**src/rtl/wdr_pkg.sv**
```systemverilog
package wdr_pkg;

  typedef enum logic [1:0] {
    SEL_1750 = 2'b00,
    SEL_750  = 2'b01,
    SEL_250  = 2'b10,
    SEL_OFF  = 2'b11
  } wd_sel_e;

  typedef enum logic {
    ST_HOLD = 1'b0,
    ST_RUN  = 1'b1
  } sup_state_e;

  localparam int unsigned RST_MS = 250;
  localparam int unsigned MAX_MS = 1750;

  function automatic int unsigned period_ms(input logic [1:0] sel);
    case (sel)
      SEL_250:  return 250;
      SEL_750:  return 750;
      SEL_1750: return 1750;
      default:  return 0;
    endcase
  endfunction

endpackage

```
**src/rtl/wdr_sync.sv**
```systemverilog
module wdr_sync #(
  parameter int unsigned WIDTH   = 2,
  parameter int unsigned STAGES  = 2,
  parameter bit          RST_BIT = 1'b1
) (
  input  logic             clk_i,
  input  logic             rst_ni,
  input  logic [WIDTH-1:0] d_i,
  output logic [WIDTH-1:0] q_o
);

  logic [WIDTH-1:0] stage_q [STAGES];

  for (genvar g = 0; g < STAGES; g++) begin : g_stage
    if (g == 0) begin : g_first
      always_ff @(posedge clk_i or negedge rst_ni) begin
        if (!rst_ni) stage_q[g] <= {WIDTH{RST_BIT}};
        else         stage_q[g] <= d_i;
      end
    end else begin : g_chain
      always_ff @(posedge clk_i or negedge rst_ni) begin
        if (!rst_ni) stage_q[g] <= {WIDTH{RST_BIT}};
        else         stage_q[g] <= stage_q[g-1];
      end
    end
  end

  assign q_o = stage_q[STAGES-1];

endmodule

```
**src/rtl/wdr_start_det.sv**
```systemverilog
module wdr_start_det (
  input  logic clk_i,
  input  logic rst_ni,
  input  logic sda_i,
  input  logic scl_i,
  output logic start_o
);

  logic sda_q, scl_q;

  // idle bus level on reset so no false START is seen afterwards
  always_ff @(posedge clk_i or negedge rst_ni) begin
    if (!rst_ni) begin
      sda_q <= 1'b1;
      scl_q <= 1'b1;
    end else begin
      sda_q <= sda_i;
      scl_q <= scl_i;
    end
  end

  assign start_o = scl_q & scl_i & sda_q & ~sda_i;

endmodule

```
**src/rtl/wdr_wd_timer.sv**
```systemverilog
module wdr_wd_timer
  import wdr_pkg::*;
#(
  parameter int unsigned CYC_PER_MS = 1000
) (
  input  logic       clk_i,
  input  logic       rst_ni,
  input  logic       run_i,
  input  logic       start_i,
  input  logic [1:0] sel_i,
  output logic       expire_o
);

  localparam int unsigned MAX_CYC = MAX_MS * CYC_PER_MS;
  localparam int unsigned CW      = $clog2(MAX_CYC + 1);

  logic [CW-1:0] cnt_q;
  logic [1:0]    sel_q;
  logic          reload, off;

  function automatic logic [CW-1:0] load_val(input logic [1:0] s);
    int unsigned p;
    p = period_ms(s) * CYC_PER_MS;
    if (p == 0) return '0;
    return CW'(p - 1);
  endfunction

  assign off    = (sel_i == SEL_OFF);
  // held loaded while reset is out, so a START in the pulse leaves nothing behind
  assign reload = !run_i || start_i || (sel_i != sel_q);

  always_ff @(posedge clk_i or negedge rst_ni) begin
    if (!rst_ni) begin
      sel_q <= SEL_OFF;
      cnt_q <= '0;
    end else begin
      sel_q <= sel_i;
      if (reload)                   cnt_q <= load_val(sel_i);
      else if (!off && cnt_q != '0) cnt_q <= cnt_q - 1'b1;
    end
  end

  assign expire_o = run_i && !reload && !off && (cnt_q == '0);

endmodule

```
**src/rtl/wdr_rst_ctrl.sv**
```systemverilog
module wdr_rst_ctrl
  import wdr_pkg::*;
#(
  parameter int unsigned RST_CYC = 250000
) (
  input  logic clk_i,
  input  logic rst_ni,
  input  logic supply_ok_i,
  input  logic expire_i,
  output logic run_o
);

  localparam int unsigned RW = $clog2(RST_CYC + 1);

  sup_state_e    state_q;
  logic [RW-1:0] hold_q;

  always_ff @(posedge clk_i or negedge rst_ni) begin
    if (!rst_ni) begin
      state_q <= ST_HOLD;
      hold_q  <= '0;
    end else begin
      case (state_q)
        ST_HOLD: begin
          if (!supply_ok_i) begin
            hold_q <= '0;
          end else if (hold_q == RW'(RST_CYC - 1)) begin
            state_q <= ST_RUN;
            hold_q  <= '0;
          end else begin
            hold_q <= hold_q + 1'b1;
          end
        end
        default: begin
          if (!supply_ok_i || expire_i) begin
            state_q <= ST_HOLD;
            hold_q  <= '0;
          end
        end
      endcase
    end
  end

  assign run_o = (state_q == ST_RUN);

endmodule

```
**src/rtl/bus_wdt_supervisor.sv**
```systemverilog
module bus_wdt_supervisor
  import wdr_pkg::*;
#(
  parameter int unsigned CYC_PER_MS  = 1000,
  parameter int unsigned SYNC_STAGES = 2
) (
  input  logic       clk_i,
  input  logic       rst_ni,
  input  logic       sda_i,
  input  logic       scl_i,
  input  logic       supply_ok_i,
  input  logic [1:0] wd_sel_i,
  output logic       rst_no
);

  localparam int unsigned RST_CYC = RST_MS * CYC_PER_MS;

  logic [1:0] bus_sync;
  logic       bus_start;
  logic       wd_expire;
  logic       sys_run;

  wdr_sync #(
    .WIDTH  (2),
    .STAGES (SYNC_STAGES),
    .RST_BIT(1'b1)
  ) i_bus_sync (
    .clk_i (clk_i),
    .rst_ni(rst_ni),
    .d_i   ({sda_i, scl_i}),
    .q_o   (bus_sync)
  );

  wdr_start_det i_start_det (
    .clk_i  (clk_i),
    .rst_ni (rst_ni),
    .sda_i  (bus_sync[1]),
    .scl_i  (bus_sync[0]),
    .start_o(bus_start)
  );

  wdr_wd_timer #(
    .CYC_PER_MS(CYC_PER_MS)
  ) i_wd_timer (
    .clk_i   (clk_i),
    .rst_ni  (rst_ni),
    .run_i   (sys_run),
    .start_i (bus_start),
    .sel_i   (wd_sel_i),
    .expire_o(wd_expire)
  );

  wdr_rst_ctrl #(
    .RST_CYC(RST_CYC)
  ) i_rst_ctrl (
    .clk_i      (clk_i),
    .rst_ni     (rst_ni),
    .supply_ok_i(supply_ok_i),
    .expire_i   (wd_expire),
    .run_o      (sys_run)
  );

  assign rst_no = sys_run;

endmodule

```
**config.mk**
```make
export PLATFORM = sky130hd
export DESIGN_NAME = bus_wdt_supervisor
export DESIGN_NICKNAME = d
export VERILOG_FILES = /design/src/rtl/wdr_pkg.sv /design/src/rtl/wdr_sync.sv /design/src/rtl/wdr_start_det.sv /design/src/rtl/wdr_wd_timer.sv /design/src/rtl/wdr_rst_ctrl.sv /design/src/rtl/bus_wdt_supervisor.sv
export SDC_FILE = /design/constraint.sdc
export NUM_CORES = 1
export LEC_CHECK = 0
export ABC_CLOCK_PERIOD_IN_PS = 3400
export CORE_ASPECT_RATIO = 0.8
export CORE_MARGIN = 2
export CORE_UTILIZATION = 46
export CTS_CLUSTER_DIAMETER = 100
export DETAILED_ROUTE_END_ITERATION = 12
export PLACE_DENSITY = 0.71
export SLEW_MARGIN = 25
export SYNTH_ARGS = -nofsm -noshare
export SYNTH_HDL_FRONTEND = slang
export SYNTH_SLANG_ARGS = --single-unit
```
**constraint.sdc**
```tcl
create_clock -name clk_i -period 3.4 [get_ports clk_i]
set_clock_uncertainty 0.15 [all_clocks]
set_input_delay 1.02 -clock clk_i [delete_from_list [all_inputs] [get_ports clk_i]]
set_output_delay 1.02 -clock clk_i [all_outputs]
set_load 0.02 [all_outputs]
```
==> flow_metrics.env <==
export IMPL_nNetsFinal=312
export IMPL_wl_per_cell_um=16.07
export IMPL_ant_nets=0
export IMPL_fmaxAchievable_ghz=0.3347
export IMPL_synth_avg_cell_area_sq_um=9.912
export IMPL_ys_ff_latch=48
export IMPL_post_cts_resized=0
export IMPL_synthMuxAreaShare=0.05058
export IMPL_nFillCells=539
export IMPL_path_class="input pin to register"
export IMPL_insertedDiodeCount=0
export IMPL_syn_area_sq_um=2795
export IMPL_dr_pass1_iters=5
export IMPL_worst_r2r_cell_count=5
export IMPL_crit_path_end_kind="register"
export IMPL_post_cts_buffers=0
export IMPL_cts_clk_slew_worst_paths_ns=0.09
export IMPL_crit_fanout=20
export IMPL_rows=25
export IMPL_syn_inst=282
export IMPL_gr_usage_all_layers=0.1916
export IMPL_cts_htree_levels=2
export IMPL_gp_congestion=0.8401
export IMPL_grt_antenna_before_repair=0
export IMPL_synthDistinctLibCells=49
export IMPL_worst_pin_slew_ns=0.8023
export IMPL_viasPerCell=5.900
export IMPL_synthFlopType="dfrtp_1"
export IMPL_cp_arrival_ns=3.06
export IMPL_cts_sinks=48
export IMPL_ys_seq_area_frac=0.4333
export IMPL_max_slew_margin_rel=0.4602
export IMPL_cts_made_buffers=5
export IMPL_synth_compound_area_share=0.1374
export IMPL_period_share=0.8789
export IMPL_synth_top_family_by_area="simple AND/OR/NAND/NOR gates"
export IMPL_grt_pass1_wl_mm=10.21
export IMPL_rsz0062_at_grt="no"
export IMPL_portBuffers=7
export IMPL_first_global_vias=2101
export IMPL_leakagePower_nw=1.147
export IMPL_synthSimpleGateAreaFrac=0.2511
export IMPL_cts_path_max_buffers=2
export IMPL_yosysWarnings=0
export IMPL_syn_nets=297
export IMPL_grt_max_degree=23
export IMPL_fin_tns_setup_ns=0
export IMPL_hpwl_mm=4.197
export IMPL_hold_violations=0
export IMPL_ir_drop_v=0.0002877
export IMPL_clk_latency_ns=0.30
export IMPL_maxCapViolations=0
export IMPL_wl_mm=6.092
export IMPL_tritoncts="built"
export IMPL_pin_count=8
export IMPL_synth_xor_area_frac=0.05640
export IMPL_hp_class="register to register"
export IMPL_powerDensity_nw_per_um2=337.6
export IMPL_hold_depth=0
export IMPL_pre_cts_ws_ns=0.1091
export IMPL_min_period_ns=2.988
export IMPL_cp_start_kind="input pin"
export IMPL_drt_initial_drc_count=205
export IMPL_fin_ws_ns=0.4119
export IMPL_cts_root_buf="clkbuf_8"
export IMPL_synthArstFlopShare=1.000
export IMPL_outcome="completed"
export IMPL_hold_buffers=0
export IMPL_fp_dieW_um=91.15
export IMPL_drive_gt1_frac=0.1544
export IMPL_synth_fa_ha_area_frac=0.03581
export IMPL_slew_viol_final=0
export IMPL_fp_dieArea_sq_um=6720
export IMPL_final_core_util=0.5294
export IMPL_area_growth_pct=11.37
export IMPL_overflow=0
export IMPL_p_total_mw=1.051
export IMPL_core_sq_um=5881
export IMPL_start_util=0.4753
export IMPL_die_h_um=73.72
export IMPL_vias=2236
export IMPL_required_ns=3.47
export IMPL_setup_viol=0
export IMPL_route_detailed_drc=0
export IMPL_synth_edf_count=0
-- stage by stage --
stage | cells | area, sq um | hold WS [ns]
after floorplan | 282 | 2795 | 0.1952
after global placement | 371 | 3032 | 0.1960
after detailed placement | 371 | 3032 | 0.1981
after CTS | 379 | 3113 | 0.2100
after global routing | 379 | 3113 | 0.2176
final | 379 | 3113 | 0.2092
-- cell usage after synthesis, types with 3 or more instances --
cell type | instances | share of area
dfrtp_1 | 40 | 0.36
nand3_1 | 26 | 0.047
a21oi_1 | 18 | 0.032
nor2_1 | 15 | 0.020
mux2i_1 | 13 | 0.047
nand3b_1 | 13 | 0.035
nor3_1 | 13 | 0.023
xor2_1 | 11 | 0.034
clkbuf_1 | 10 | 0.013
nand2_1 | 9 | 0.012
nand4_1 | 9 | 0.020
dfstp_2 | 8 | 0.075
ha_1 | 8 | 0.036
inv_1 | 8 | 0.011
o211ai_1 | 7 | 0.019
xnor2_1 | 7 | 0.022
nor4_1 | 6 | 0.013
and2_1 | 5 | 0.011
o21ai_0 | 5 | 0.0090
a2111oi_2 | 4 | 0.021
buf_2 | 4 | 0.0072
and3_1 | 3 | 0.0067
nand4b_1 | 3 | 0.0094
nor2b_1 | 3 | 0.0067
or4_1 | 3 | 0.0081
-- kinds of logic (layout without fill, tap and decap cells) --
| logic type | Yosys count | after routing |
|---|---|---|
| and+or+nand+nor | 119 | 119 |
| AOI/OAI and AO/OA | 52 | 52 |
| DFF | 48 | 48 |
| buffers and inverters | 23 | 39 |
| xor gates and xnor gates | 18 | 18 |
| muxes | 14 | 14 |
| adders and majority gates | 8 | 8 |
-- placed cells by master (no fill, tap or decap), drive strengths merged, types with 3 or more instances in the layout --
cell	count
a2111oi	4
a211oi	4
a21oi	18
and2	6
and3	3
buf	17
clkbuf	7
clkdlybuf4s50	6
dfrtp	40
dfstp	8
ha	8
inv	8
mux2i	13
nand2	9
nand3	27
nand3b	13
nand4	9
nand4b	3
nor2	15
nor2b	3
nor3	13
nor4	8
o211ai	7
o21ai	5
or4	4
xnor2	7
xor2	11
-- where the power goes --
part / switching [mW] / internal, mW / total [mW]
combinational: 0.0520 / 0.0402 / 0.0922
clock: 0.194 / 0.145 / 0.339
sequential: 0.0239 / 0.596 / 0.620
-- worst max-delay path: stages --
cell	delay, ns
clkdlybuf4s50_1	0.51
xnor2_1	0.15
nand4_1	0.15
or4_4	0.60
a2111oi_2	0.38
mux2i_1	0.25
-- sequential cells by signal, summed over array words and instances, names as in the netlist --
signal and cells:
i_start_det.sda_q 1, i_start_det.scl_q 1, i_rst_ctrl.run_o 1, i_rst_ctrl.hold_q 18, i_wd_timer.sel_q 2, i_bus_sync.q_o 2
i_wd_timer.cnt_q 21, i_bus_sync.stage_q 2
-- metal layers --
metal	global-route usage	vias up	routed length (um)	share of wire
met2	0.2798	79	2650	0.43
li1	-	1084	-	-
met1	0.2810	1064	3022	0.50
met4	0.05556	0	63	0.010
met3	0.05026	9	356	0.058
met5	0	-	0	0
-- worst paths after layout --
| check | slack [ns] | to | start |
|---|---|---|---|
| worst max-delay path | 0.41 | i_rst_ctrl.hold_q[12] | wd_sel_i[1] |
| worst min-delay path | 0.21 | i_bus_sync.q_o[1] | i_bus_sync.stage_q[3] |
| worst max register to register | 0.56 | i_rst_ctrl.hold_q[12] | i_wd_timer.cnt_q[7] |
| worst min register to register | 0.21 | i_bus_sync.q_o[1] | i_bus_sync.stage_q[3] |
| max in group asynchronous | 2.03 | i_rst_ctrl.hold_q[6] | rst_ni |
| min in group asynchronous | 0.46 | i_wd_timer.cnt_q[6] | rst_ni |
-- final cells by class --
cell class	instances	area, sq um	share of cell area
clock buffer	7	76.32	0.02452
clock inverter	1	5.005	0.001608
inverter	8	30.03	0.009646
multi-input combinational	211	1491	0.4791
sequential	48	1211	0.3891
tap	81	101.3	0.03256
timing repair buffer	23	197.7	0.06350
(Power assumes the default switching activity.)
